## src/rtl/cfgid_pkg.sv

```systemverilog
package cfgid_pkg;
  localparam int CMD_W = 4;

  localparam logic [CMD_W-1:0] CMD_INTACK = 4'h0;
  localparam logic [CMD_W-1:0] CMD_IO_WR  = 4'h3;
  localparam logic [CMD_W-1:0] CMD_CFG_RD = 4'hA;
  localparam logic [CMD_W-1:0] CMD_CFG_WR = 4'hB;

  // true for either configuration command
  function automatic logic is_cfg_cmd(input logic [CMD_W-1:0] cmd);
    return (cmd == CMD_CFG_RD) || (cmd == CMD_CFG_WR);
  endfunction
endpackage

```

## src/rtl/cfgid_phase_track.sv

```systemverilog
module cfgid_phase_track
  import cfgid_pkg::*;
#(
  parameter int DATA_W = 32
) (
  input  logic              clk,
  input  logic              rst_n,
  input  logic [DATA_W-1:0] ad,
  input  logic [CMD_W-1:0]  cbe_n,
  input  logic              addr_strobe,
  input  logic              data_strobe,
  output logic [CMD_W-1:0]  lat_cmd,
  output logic [DATA_W-1:0] lat_addr,
  output logic              first_data
);
  logic armed;

  always_ff @(posedge clk) begin
    if (!rst_n) begin
      lat_cmd  <= CMD_INTACK;
      lat_addr <= '0;
      armed    <= 1'b0;
    end else if (addr_strobe) begin
      lat_cmd  <= cbe_n;
      lat_addr <= ad;
      armed    <= 1'b1;
    end else if (data_strobe) begin
      armed    <= 1'b0;
    end
  end

  // a data phase counts only when it is the first since an address phase
  assign first_data = data_strobe && !addr_strobe && armed;


  first_only_chk: assert property (@(posedge clk) disable iff (!rst_n)
    first_data |=> !first_data);


  no_overlap_chk: assert property (@(posedge clk) disable iff (!rst_n)
    addr_strobe |-> !first_data);
endmodule

```

## src/rtl/cfgid_idsel_reg.sv

```systemverilog
module cfgid_idsel_reg
  import cfgid_pkg::*;
#(
  parameter int                DATA_W    = 32,
  parameter logic [DATA_W-1:0] RESET_ID  = 32'h0200_0000,
  parameter logic [DATA_W-1:0] LOAD_ADDR = '0
) (
  input  logic              clk,
  input  logic              rst_n,
  input  logic              first_data,
  input  logic [CMD_W-1:0]  lat_cmd,
  input  logic [DATA_W-1:0] lat_addr,
  input  logic [DATA_W-1:0] ad,
  input  logic [CMD_W-1:0]  cbe_n,
  output logic [DATA_W-1:0] idsel,
  output logic              locked
);
  function automatic logic exactly_one(input logic [DATA_W-1:0] v);
    int cnt;
    cnt = 0;
    for (int i = 0; i < DATA_W; i++) cnt += int'(v[i]);
    return cnt == 1;
  endfunction

  function automatic logic full_dword(input logic [CMD_W-1:0] be_n);
    return be_n == '0;
  endfunction

  logic load_req;
  logic data_onehot;
  logic load_fire;

  assign load_req    = first_data && (lat_cmd == CMD_IO_WR) &&
                       (lat_addr == LOAD_ADDR) && full_dword(cbe_n);
  assign data_onehot = exactly_one(ad);
  assign load_fire   = load_req && data_onehot && !locked;

  always_ff @(posedge clk) begin
    if (!rst_n) begin
      idsel  <= RESET_ID;
      locked <= 1'b0;
    end else if (load_fire) begin
      idsel  <= ad;
      locked <= 1'b1;
    end
  end


  lock_hold_chk: assert property (@(posedge clk) disable iff (!rst_n)
    locked |=> $stable(idsel));


  load_onehot_chk: assert property (@(posedge clk) disable iff (!rst_n)
    !$stable(idsel) |-> $onehot(idsel));


  load_src_chk: assert property (@(posedge clk) disable iff (!rst_n)
    !$stable(idsel) |-> $past(load_req));


  lock_cause_chk: assert property (@(posedge clk) disable iff (!rst_n)
    $rose(locked) |-> ($past(lat_cmd) == CMD_IO_WR) && ($past(cbe_n) == '0));
endmodule

```

## src/rtl/cfgid_sel_dec.sv

```systemverilog
module cfgid_sel_dec
  import cfgid_pkg::*;
#(
  parameter int SEL_W = 20
) (
  input  logic             clk,
  input  logic             rst_n,
  input  logic             addr_strobe,
  input  logic [CMD_W-1:0] cbe_n,
  input  logic [SEL_W-1:0] addr_hi,
  input  logic [SEL_W-1:0] id_hi,
  output logic             cfg_sel
);
  function automatic logic lines_match(input logic [SEL_W-1:0] a,
                                       input logic [SEL_W-1:0] id);
    return |(a & id);
  endfunction

  logic cmd_is_cfg;
  logic id_hit;

  assign cmd_is_cfg = is_cfg_cmd(cbe_n);
  assign id_hit     = lines_match(addr_hi, id_hi);

  always_ff @(posedge clk) begin
    if (!rst_n)           cfg_sel <= 1'b0;
    else if (addr_strobe) cfg_sel <= cmd_is_cfg && id_hit;
  end


  sel_hold_chk: assert property (@(posedge clk) disable iff (!rst_n)
    !$stable(cfg_sel) |-> $past(addr_strobe));


  sel_cmd_chk: assert property (@(posedge clk) disable iff (!rst_n)
    (cfg_sel && $past(addr_strobe)) |-> $past(cmd_is_cfg));


  sel_upper_chk: assert property (@(posedge clk) disable iff (!rst_n)
    ($past(addr_strobe) && ($past(id_hi) == '0)) |-> !cfg_sel);
endmodule

```

## src/rtl/cfgid_select.sv

```systemverilog
module cfgid_select
  import cfgid_pkg::*;
#(
  parameter int                DATA_W    = 32,
  parameter int                SEL_LSB   = 12,
  parameter logic [DATA_W-1:0] RESET_ID  = 32'h0200_0000,
  parameter logic [DATA_W-1:0] LOAD_ADDR = '0
) (
  input  logic              clk,
  input  logic              rst_n,
  input  logic [DATA_W-1:0] ad_i,
  input  logic [CMD_W-1:0]  cbe_n_i,
  input  logic              addr_strobe_i,
  input  logic              data_strobe_i,
  output logic [DATA_W-1:0] idsel_o,
  output logic              cfg_sel_o
);
  localparam int SEL_W = DATA_W - SEL_LSB;

  logic [CMD_W-1:0]  lat_cmd;
  logic [DATA_W-1:0] lat_addr;
  logic              first_data;
  logic              locked;

  cfgid_phase_track #(.DATA_W(DATA_W)) u_track (
    .clk        (clk),
    .rst_n      (rst_n),
    .ad         (ad_i),
    .cbe_n      (cbe_n_i),
    .addr_strobe(addr_strobe_i),
    .data_strobe(data_strobe_i),
    .lat_cmd    (lat_cmd),
    .lat_addr   (lat_addr),
    .first_data (first_data)
  );

  cfgid_idsel_reg #(
    .DATA_W   (DATA_W),
    .RESET_ID (RESET_ID),
    .LOAD_ADDR(LOAD_ADDR)
  ) u_reg (
    .clk       (clk),
    .rst_n     (rst_n),
    .first_data(first_data),
    .lat_cmd   (lat_cmd),
    .lat_addr  (lat_addr),
    .ad        (ad_i),
    .cbe_n     (cbe_n_i),
    .idsel     (idsel_o),
    .locked    (locked)
  );

  cfgid_sel_dec #(.SEL_W(SEL_W)) u_dec (
    .clk        (clk),
    .rst_n      (rst_n),
    .addr_strobe(addr_strobe_i),
    .cbe_n      (cbe_n_i),
    .addr_hi    (ad_i[DATA_W-1:SEL_LSB]),
    .id_hi      (idsel_o[DATA_W-1:SEL_LSB]),
    .cfg_sel    (cfg_sel_o)
  );


  reset_val_chk: assert property (@(posedge clk)
    $past(!rst_n) |-> (idsel_o == RESET_ID) && !cfg_sel_o && !locked);
endmodule

```

## config.mk

```make
export PLATFORM = sky130hd
export DESIGN_NAME = cfgid_select
export DESIGN_NICKNAME = d
export VERILOG_FILES = /design/src/rtl/cfgid_pkg.sv /design/src/rtl/cfgid_phase_track.sv /design/src/rtl/cfgid_idsel_reg.sv /design/src/rtl/cfgid_sel_dec.sv /design/src/rtl/cfgid_select.sv
export SDC_FILE = /design/constraint.sdc
export NUM_CORES = 1
export LEC_CHECK = 0
export BUFFER_PORTS_ARGS = -buffer_cell sky130_fd_sc_hd__buf_2
export CAP_MARGIN = 20
export CELL_PAD_IN_SITES_DETAIL_PLACEMENT = 1
export CELL_PAD_IN_SITES_GLOBAL_PLACEMENT = 2
export CORE_UTILIZATION = 31
export DETAILED_ROUTE_END_ITERATION = 12
export PLACE_DENSITY = 0.76
export SETUP_SLACK_MARGIN = 0.15
export SLEW_MARGIN = 20
export SYNTH_ARGS = -nofsm -noshare
export SYNTH_HDL_FRONTEND = slang
export SYNTH_HIERARCHICAL = 1
export SYNTH_SLANG_ARGS = --single-unit
```

## constraint.sdc

```tcl
create_clock -name clk -period 5.2 [get_ports clk]
set_input_delay 0.52 -clock clk [delete_from_list [all_inputs] [get_ports clk]]
set_output_delay 0.52 -clock clk [all_outputs]
set_load 0.02 [all_outputs]
```

== Word level (Yosys, flattened, before mapping) ==
Cells that the tools add are included.

* Bitwise operators: 1
* Add/subtract/negate cells: 31
* Reduce and logical (&&, ||, !) cells: 15
* Muxes and demuxes: 2
* Equal/unequal tests: 4

{| class="wikitable"
|+ Operators by type and width
! kind !! count
|-
| 32-bit by 2-bit adder with 32-bit output || 30
|-
| 32-bit by 2-bit equality test with 1-bit output, second input constant || 1
|-
| 32-bit logical NOT || 1
|-
| 20-bit AND || 1
|-
| 20-bit OR reduction || 1
|-
| 4-bit equality test, second input constant || 2
|-
| 1-bit logical AND || 8
|-
| 4-bit by 2-bit equality test with 1-bit output, second input constant || 1
|-
| 4-bit logical NOT || 1
|-
| 1-bit by 1-bit adder with 2-bit output || 1
|-
| 1-bit logical NOT || 2
|-
| 1-bit two-way mux || 2
|-
| 2-bit nonzero test || 1
|-
| 1-bit logical OR || 1
|}

* Logic and storage cells: 59
* Flip-flop bits (word level): 71
* Output and inout port bits: 33

== Logic depth before layout (Yosys ltp) ==
* Depth after elaboration: 34
* Gate-level depth with buffers: 16
* Depth with buffers taken out: 15

== By module ==
The synthesis kept the hierarchy.

{| class="wikitable"
|+ Modules (own cells, without submodules)
! module !! instances !! area each (µm²) !! cells an instance !! seq. area each (µm²)
|-
| cfgid_idsel_reg || 1 || 2,133.3 || 223 || 660.6
|-
| cfgid_phase_track || 1 || 1,407.6 || 120 || 740.7
|-
| cfgid_sel_dec || 1 || 155.1 || 18 || 20.0
|}

== Worst setup path before layout ==
Ideal clock, no wire load.

* Kind: in2reg
* From: input port ad_i[2]
* To: register u_reg.idsel[10]
* Path slack: -0.079 ns
* Arrival: 5.207 ns
* Stages: 15
* Path buffers: 1
* Cells stage by stage: fa_1 inv_1 fa_1 inv_1 fa_1 fa_1 fa_1 inv_1 fa_1 fa_1 nor4_1 nand3_1 nor4_4 buf_6 mux2i_1

* Cells in the longest elaborated chain, start to end: 33

{| class="wikitable"
|+ RTL lines
! item !! line !! text
|-
| from (decl) || cfgid_select.sv:11 || <nowiki>input logic [DATA_W-1:0] ad_i,</nowiki>
|-
| 32-bit by 2-bit adder with 32-bit output (30 in a row) || cfgid_idsel_reg.sv:21 || <nowiki>for (int i = 0; i < DATA_W; i++) cnt += int'(v[i]);</nowiki>
|-
| 32-bit by 2-bit equality test with 1-bit output || cfgid_idsel_reg.sv:22 || <nowiki>return cnt == 1;</nowiki>
|-
| 1-bit logical AND (2 in a row) || cfgid_idsel_reg.sv:36 || <nowiki>assign load_fire = load_req && data_onehot && !locked;</nowiki>
|-
| to (signal assigned) || cfgid_idsel_reg.sv:40 || <nowiki>idsel <= RESET_ID;</nowiki>
|-
| to (signal assigned) || cfgid_idsel_reg.sv:43 || <nowiki>idsel <= ad;</nowiki>
|-
| to (decl) || cfgid_idsel_reg.sv:15 || <nowiki>output logic [DATA_W-1:0] idsel,</nowiki>
|}

No other way between the ends.
A chain may end at the register's enable or synchronous reset.

== Final worst setup path ==
* From: input port ad_i[5]
* To: register u_reg.idsel[11]

* Cells in the longest elaborated chain, start to end: 30

{| class="wikitable"
|+ RTL lines
! item !! line
|-
| 32-bit by 2-bit adder with 32-bit output (27 in a row) || cfgid_idsel_reg.sv:21
|-
| 32-bit by 2-bit equality test with 1-bit output || cfgid_idsel_reg.sv:22
|-
| 1-bit logical AND (2 in a row) || cfgid_idsel_reg.sv:36
|}

No other way between the ends.

==> reports/metrics.cfg <==
[setup_path]
crit_start = ad_i[5]
cp_cell_sequence = buf_6 -> fa_1 -> inv_2 -> fa_1 -> inv_2 -> fa_1 -> fa_1 -> fa_1 -> inv_1 -> fa_1 -> fa_1 -> nor4_4 -> nand3_2 -> nor4_4 -> buf_6 -> buf_8 -> mux2i_2
critPathKind = in2reg
critPathMaxFanout = 6
crit_path_start_kind = primary input
crit_path_frequent_cell = fa_1
cp_num_buf_inv = 6
worstPathArrival_ns = 5.39
slowest_delay_ns = 0.56
required_ns = 5.45
slowest_stage = fa_1
crit_family = adder cells
endpoint_kind = register
reg2reg_from = u_track/lat_addr[12]

[yosys]
synth_warnings = 6
yosys-mux-area-fraction = 0.184
synth_edf_count = 0
ys_ff_latch = 71
synth_top_family_by_area = multiplexers
syn-num-nets = 432
synthFlopType = dfxtp_1
synthesis.instances = 361
syn_area_um2 = 3700
synth-compound-area-share = 0.0318
synthSimpleGateAreaFrac = 0.181
ys_seq_area_frac = 0.385
synthAdderAreaFrac = 0.152
avgSynthCellArea_um2 = 10.2
synth_async_sr_flop_share = 0
synth_cell_types = 27
synth-xor-area-share = 0

[cts]
postCtsHoldBufs = 0
cts_tree = built
htreeDepth = 3
cts_root_buf = clkbuf_16
clockBufferDepth = 2
clk_latency_ns = 0.33
cts.sinks = 71
cts_buffers = 9
path_clk_slew_ns = 0.06

[timing]
tightestPinTransition_ns = 0.656
maxSlewViolCount = 0
fmax_ghz = 0.194
period_needed_ns = 5.15
skew_ns = 0.00782
finalCritPeriodShare = 0.989
setup_viol = 0
slew_headroom = 0.563
hold_violations = 0
rsz0062_at_grt = true
hold_slack_ns = 0.459

[final_layout]
final_cell_mix = 71 x dfxtp_1, 68 x buf_2, 67 x mux2i_1
fin_nets = 525
utilization = 0.414
final_common_cell = dfxtp_1
antenna_cells = 0
drive_above_1_share = 0.283
stdcell_count = 602
area_delta_synth_final_pct = 29.1

[die]
die-area_um2 = 12400
fp.dieH_um = 111
design.core.area_um2 = 11500
initial_core_util = 0.321
die_w_um = 111
rows = 39
io_pins = 73

[power_and_ir_drop]
finalPower_mw = 1.84
ir_worst_vdd_mv = 0.158
p_per_area_nw_per_um2 = 385
p_leak_nw = 2.16

[grt]
grt_overflow = 0
grt_pass1_vias = 3089
grt_start_max_net_pins = 67
grt_pass1_wl_um = 16600
grt.total_usage = 0.176
antenna_found_initial = 0

[route]
route.vias.total = 2802
top_layer = met4
wl_um = 10300
drtAntennaViolNets = 0
routed_via_density = 4.65
drtPass1Iterations = 8
drtIter0Drc = 144
drcViolationCount = 14
wl_met2_um = 5040
drt-met1-wl_um = 4840
met3_length_um = 342
wire_per_inst_um = 17.1

[hold_path]
hold_class = reg2reg
holdCritStartpoint = u_reg/idsel[3]

[placement]
portBuffers = 72
dp.cells = 582
gp_congestion = 0.807
place.detailed.hpwl_um = 7650

[job]
cap_violations = 0

[outcome]
status = complete, but fails checks
violations = design-rule violations

==> sequential cells by signal, indices dropped and copies added (netlist names) <==
signal	cells
u_track/lat_cmd	4
u_track/lat_addr	32
u_reg/idsel	32
u_dec/cfg_sel	1
u_reg/locked	1
u_track/armed	1
==> cells in the mapped netlist, types with 3 or more instances <==
cell type / number / area share
dfxtp_1: 71 / 0.38
clkbuf_1: 10 / 0.010
mux2i_1: 68 / 0.18
ha_1: 8 / 0.027
buf_6: 4 / 0.012
a22oi_1: 7 / 0.014
fa_1: 23 / 0.12
inv_1: 34 / 0.035
nand4_1: 3 / 0.0051
nor4_1: 8 / 0.014
nor2b_1: 39 / 0.066
nor4b_2: 3 / 0.012
nand2_1: 64 / 0.065
==> worst reg2reg max path: stages, from the launching register on <==
cell     delay (ns)
dfxtp_1        0.31
nor4_1         0.47
nand4_1        0.27
nor4_4         0.33
buf_6          0.21
buf_8          0.15
mux2i_2        0.21
==> power by group <==
group / internal [mW] / switching, mW
Combinational: 0.267 / 0.321
Clock: 0.446 / 0.233
Sequential: 0.561 / 0.0106
Total: 1.27 / 0.564
==> path summary, 6_finish.rpt <==
check / slack [ns] / depth (start not counted) / end
setup / recovery: 0.05 / 17 / u_reg/idsel[11]
hold / removal: 0.46 / 2 / u_reg/idsel[3]
setup reg to reg: 3.18 / 6 / u_reg/idsel[11]
hold reg to reg: 0.46 / 2 / u_reg/idsel[3]
==> metrics by stage <==
stage	TNS, ns	area [µm²]	setup WS (ns)
after global placement	-20.30	4290	-0.651
after global routing	-3.71	4770	-0.153
final	0	4770	0.0548
after CTS	-1.32	4740	-0.0789
after detailed placement	-22.56	4290	-0.736
after floorplan	-2.25	3700	-0.0790
==> cells by family after synthesis <==
| family | Yosys count |
|---|---|
| flip-flops | 71 |
| AO/OA/AOI/OAI | 14 |
| multiplexers | 68 |
| adder cells (fa/ha/maj) | 31 |
| buffers and inverters | 51 |
| AND/OR/NAND/NOR | 126 |
==> repair_timing <==
action                                  CTS  global route
resized for setup                        27             6
endpoints found under the hold margin     0             0
gates cloned                              2             0
buffers inserted                          1             1
endpoints found under the setup margin   33            33
pin swaps                                12             4
==> cell type report <==
| type | instances | area, µm² |
|---|---|---|
| fillers | 1335 | 6750 |
| multi-input cells | 239 | 2060 |
| flip-flops and latches | 71 | 1420 |
| repair buffers | 99 | 656 |
| clock buffers | 13 | 260 |
| well taps | 143 | 179 |
| inverters | 34 | 130 |
| clock inverters | 3 | 65.1 |
==> routing by layer <==
metal / global-route usage / vias up
met5: 0 / -
met4: 0.0631 / 0
met3: 0.0306 / 8
met2: 0.294 / 56
met1: 0.227 / 1367
li1: - / 1371
Note: power is estimated with default switching activity, not from simulation.
